File: src/rtl/dma_stall_unit.sv
module dma_stall_unit #(
  parameter int AW = 16,
  parameter int DW = 8,
  parameter int STALL = 4,
  parameter logic [AW-1:0] PORT_A = 16'h4016,
  parameter logic [AW-1:0] PORT_B = 16'h4017
) (
  input  logic          clk,
  input  logic          rst_n,
  input  logic          cpu_rd_req,
  input  logic          cpu_wr_req,
  input  logic [AW-1:0] cpu_addr,
  input  logic [DW-1:0] cpu_wdata,
  input  logic          cpu_cycle_odd,
  input  logic          dma_req,
  input  logic [DW-1:0] bus_rdata,
  output logic          cpu_stall,
  output logic          cpu_rvalid,
  output logic [DW-1:0] cpu_rdata,
  output logic          bus_rd,
  output logic          bus_wr,
  output logic [AW-1:0] bus_addr,
  output logic [DW-1:0] bus_wdata,
  output logic          dma_go
);
  localparam int CW = $clog2(STALL + 1);

  logic [CW-1:0] cnt;
  logic          go;
  logic          pending, last, port, dummy_ok;

  assign pending  = (cnt != '0) | go;
  assign last     = (cnt == CW'(1));
  assign port     = (cpu_addr == PORT_A) | (cpu_addr == PORT_B);
  assign dummy_ok = last | (~port & cpu_cycle_odd & (cnt != '0));

  assign cpu_stall  = cpu_rd_req & pending;
  assign cpu_rvalid = cpu_rd_req & ~pending;
  assign cpu_rdata  = bus_rdata;
  assign bus_rd     = cpu_rd_req & (~pending | dummy_ok);
  assign bus_wr     = cpu_wr_req;
  assign bus_addr   = cpu_addr;
  assign bus_wdata  = cpu_wdata;
  assign dma_go     = go;

  always_ff @(posedge clk) begin
    if (!rst_n) begin
      cnt <= '0;
      go  <= 1'b0;
    end else begin
      go <= last;
      if (dma_req && !pending) cnt <= CW'(STALL);
      else if (cnt != '0)      cnt <= cnt - CW'(1);
    end
  end

  a_r9_steady_countdown: assert property (@(posedge clk) disable iff (!rst_n)
    (cnt > CW'(1)) |=> (cnt == $past(cnt) - CW'(1)));
  a_r3_fetch_bus_quiet: assert property (@(posedge clk) disable iff (!rst_n)
    dma_go |-> (cnt == '0) && !bus_rd && !cpu_rvalid);
  a_r6_port_single_touch: assert property (@(posedge clk) disable iff (!rst_n)
    (cpu_stall && bus_rd && port) |-> last);
  a_r5_final_dummy: assert property (@(posedge clk) disable iff (!rst_n)
    (cpu_stall && last) |-> bus_rd);
  a_r7_complete_strobes: assert property (@(posedge clk) disable iff (!rst_n)
    cpu_rvalid |-> bus_rd && !cpu_stall);
  a_r8_write_no_read: assert property (@(posedge clk) disable iff (!rst_n)
    (cpu_wr_req && !cpu_rd_req) |-> !bus_rd && !cpu_stall);
  a_r2_stall_valid_excl: assert property (@(posedge clk) disable iff (!rst_n)
    $onehot0({cpu_stall, cpu_rvalid}));
endmodule

File: config.mk
export PLATFORM = sky130hd
export DESIGN_NAME = dma_stall_unit
export DESIGN_NICKNAME = d
export VERILOG_FILES = /design/src/rtl/dma_stall_unit.sv
export SDC_FILE = /design/constraint.sdc
export NUM_CORES = 1
export LEC_CHECK = 0
export BUFFER_PORTS_ARGS = -buffer_cell sky130_fd_sc_hd__buf_4
export CAP_MARGIN = 20
export CELL_PAD_IN_SITES_DETAIL_PLACEMENT = 1
export CELL_PAD_IN_SITES_GLOBAL_PLACEMENT = 2
export CORE_MARGIN = 5
export CORE_UTILIZATION = 12
export CTS_BUF_LIST = sky130_fd_sc_hd__clkbuf_8
export CTS_CLUSTER_DIAMETER = 120
export DETAILED_ROUTE_END_ITERATION = 10
export GPL_TIMING_DRIVEN = 0
export PLACE_DENSITY = 0.76
export SLEW_MARGIN = 15
export SYNTH_ARGS = -nofsm -noshare
export SYNTH_HDL_FRONTEND = slang
export SYNTH_SLANG_ARGS = --single-unit
File: constraint.sdc
create_clock -name clk -period 1.4 [get_ports clk]
set_clock_uncertainty 0.15 [all_clocks]
set_input_delay 0.28 -clock clk [delete_from_list [all_inputs] [get_ports clk]]
set_output_delay 0.28 -clock clk [all_outputs]
set_load 0.02 [all_outputs]
==> run summary <==
• hold endpoint: cnt[1]$_SDFFE_PP0P_
• outcome: finished with violations
• dominant delay contributor by cell family on the critical path: flip-flops
• cell leakage power: 0.635 nW
• worst min-delay path startpoint: rst_n
• adder and majority cell fraction of the synthesized area: 0.0698
• Worst path max stage delay: 0.36 ns
• die boundary height: 77.0 µm
• #FFs+latches synth: 4
• number of nets in the synthesized netlist: 110
• floorplan die width: 77.0 µm
• vias per inst: 3.72
• vias in the first global route: 818
• failing checks: setup timing
• timing-limited maximum frequency: 606 MHz
• Post-route DRC: 0
• data arrival time of the critical path: 1.22 ns
• overall power: 1.48 mW
• count of buffer and inverter cells on the critical path: 2
• number of max-slew violations in the final report: 0
• count of final setup violators: 5
• count of cells along the worst register-to-register path: 6
• setup repair after global routing missed its margin: yes
• count of vias placed by the detailed router: 688
• post-detail-place hpwl: 1850 µm
• type of element launching the critical path: flip-flop
• number of library cell types mapped by synthesis: 20
• synthesized cell area: 538 µm²
• cts hold-fix bufs: 0
• post-route cell area: 1250 µm²
• class of the tightest hold or removal check: primary input to flip-flop
• sink count of the clock tree: 4
• Required @ worst endpoint: 0.97 ns
• Initial Utilization: 0.124
• antenna violations before repair: 0
• worst rel slew slack: 0.848
• share of cell area taken by muxes after synthesis: 0
• Post-Synth Simple-Gate Area: 0.212
• post-synthesis area per instance: 7.80 µm²
• post-route insts no fill: 185
• remaining antenna violation count: 0
• capture instance of the worst register-to-register path: cnt[2]$_SDFFE_PN0P_
• global-route wire length before repair: 3610 µm
• Top-Level Pins: 75
• flop-to-flop setup slack: -0.08 ns
• total placed cells including tap cells: 177
• time the final worst path needs with I/O delays and setup: 1.65 ns
• final estimated routing congestion in global placement: 0.739
• Post-Synthesis Cells: 69
• CP max FO: 4
• DR iter-0 viols: 2
• PnR worst setup slack: -0.251 ns
• Remaining Overflow, GRT: 0
• global router's overall resource usage: 0.0758
• worst ir drop on vdd: 0.330 mV
• measured slew at the worst slew-check pin: 0.228 ns
• synthesis warning total: 0
• Placement Rows: 24
• post-place setup slack: -0.385 ns
• Clk Latency, worst-skew pair: 0.22 ns
• worst reg2reg path startpoint: cnt[0]$_SDFFE_PP0P_
• number of instances on the worst hold path: 2
• proportion of synthesized chip area in sequential cells: 0.149
• xor-xnor portion of the synthesized cell area: 0
• net count reported at finish: 176
• Placed Instance Area: 1090 µm²
• number of endpoints with negative hold slack in the final report: 0
• clk root buf: sky130_fd_sc_hd__clkbuf_8
• CTS tree: yes
• die footprint: 5920 µm²
• sort of element at the end of the critical path: primary output
• # Max-Cap Violations: 0
• portion of the clock cycle consumed by the worst path in the final layout: 1.18
• share of the core filled with cells: 0.288
• total wire length after detailed routing: 2210 µm
• smallest hold slack: 0.154 ns
• count of filler cells inserted in the layout: 516
• Core Box Area: 4350 µm²
• dominant combinational cell family by area after synthesis: buffers and inverters
• H-tree level count: 1
• PortBufs: 56
• fraction of layout cells with a size suffix above 1: 0.865
• worst-path cell chain: inv_4 > ha_4 > a21oi_2 > o32ai_4 > buf_6
• buffer depth of the longest clock path: 2
• first-pass iteration count of the detailed router: 4
• final setup TNS: -0.805 ns
• CTS Buf Count: 3
• Crit-path slowest cell: sky130_fd_sc_hd__dfxtp_4
• antenna cells: 0
• Clk pin slew, worst setup/hold paths: 0.03 ns
• detailed-route wire length per cell: 11.9 µm
• largest net degree at the start of global routing: 7
• area delta synth->final: 133%
• critical path type: flip-flop to primary output
• Compound-Gate Fraction of Synth Area: 0.0814
• power density cells: 1180 nW/µm²
-- logic make-up (layout without fill, tap and decap cells) --
| kind of cell | Yosys count | in the layout |
|---|---|---|
| adders and majority gates | 3 | 3 |
| AOI/OAI and AO/OA | 6 | 6 |
| and+or+nand+nor | 19 | 19 |
| buffers and inverters | 37 | 101 |
| DFF | 4 | 4 |
-- layout make-up --
type	count	area (µm²)	share of cell area
Buffer	33	248	0.198
Clock buffer	3	41.3	0.0329
Inverter	4	20.0	0.0160
Multi-Input combinational cell	28	324	0.258
Sequential cell	4	86.3	0.0689
Tap cell	52	65.1	0.0519
Timing Repair Buffer	61	469	0.374
-- power breakdown --
group          switching (mW)  total [mW]  internal (mW)
logic                   0.448        1.00          0.556
registers              0.0684       0.235          0.167
clock network          0.0552       0.238          0.183
-- cell usage in the layout, fill, tap and decap left out, types with 2 or more instances in the layout --
cell / n
sky130_fd_sc_hd__buf_4: 91
sky130_fd_sc_hd__nand3_2: 2
sky130_fd_sc_hd__ha_4: 3
sky130_fd_sc_hd__inv_1: 2
sky130_fd_sc_hd__buf_6: 3
sky130_fd_sc_hd__nor2_1: 2
sky130_fd_sc_hd__inv_4: 2
sky130_fd_sc_hd__and3_1: 2
sky130_fd_sc_hd__clkbuf_8: 3
sky130_fd_sc_hd__dfxtp_2: 2
sky130_fd_sc_hd__nand2_1: 3
-- routing by layer --
metal / up-vias / GRT usage / share of wire
li1: 327 / - / -
met1: 309 / 0.0652 / 0.28
met2: 50 / 0.143 / 0.56
met3: 2 / 0.0375 / 0.14
met4: 0 / 0.0367 / 0.015
met5: - / 0 / 0
-- Yosys cell counts --
cell,instances,area share
sky130_fd_sc_hd__buf_4,33,0.46
sky130_fd_sc_hd__dfxtp_1,4,0.15
sky130_fd_sc_hd__inv_1,4,0.028
sky130_fd_sc_hd__ha_1,3,0.070
sky130_fd_sc_hd__nand2_1,3,0.021
sky130_fd_sc_hd__a21oi_1,2,0.019
sky130_fd_sc_hd__and3_1,2,0.023
sky130_fd_sc_hd__nand2b_1,2,0.023
sky130_fd_sc_hd__nand3_1,2,0.019
sky130_fd_sc_hd__nor2_1,2,0.014
sky130_fd_sc_hd__nor3_1,2,0.019
sky130_fd_sc_hd__nor4bb_1,2,0.037
sky130_fd_sc_hd__a21boi_0,1,0.014
sky130_fd_sc_hd__a311o_1,1,0.019
sky130_fd_sc_hd__and4_1,1,0.016
sky130_fd_sc_hd__nor2b_1,1,0.012
sky130_fd_sc_hd__nor2b_2,1,0.016
sky130_fd_sc_hd__nor4_1,1,0.012
sky130_fd_sc_hd__o21a_1,1,0.014
sky130_fd_sc_hd__o32ai_1,1,0.016
-- how the worst max path moves through the flow --
stage	to	slack, ns	startpoint	depth (start not counted)
floorplan	bus_rd	-0.003	dma_go$_SDFF_PN0_	3
CTS	bus_rd	-0.26	cnt[0]$_SDFFE_PP0P_	5
detailed placement	bus_rd	-0.39	cpu_addr[9]	5
global route	bus_rd	-0.31	cnt[1]$_SDFFE_PP0P_	5
global placement	bus_rd	-0.34	cpu_addr[9]	5
finish	bus_rd	-0.25	cnt[0]$_SDFFE_PP0P_	5
-- state kept, by name, summed over array words and instances, names as in the netlist --
register	count
dma_go	1
cnt	3
-- what timing repair did --
item,in CTS,in global routing
setup buffers,5,1
setup endpoints to repair,6,6
resized for setup,18,3
pin swaps,7,3
No activity file was read; power rests on OpenSTA's default activity.
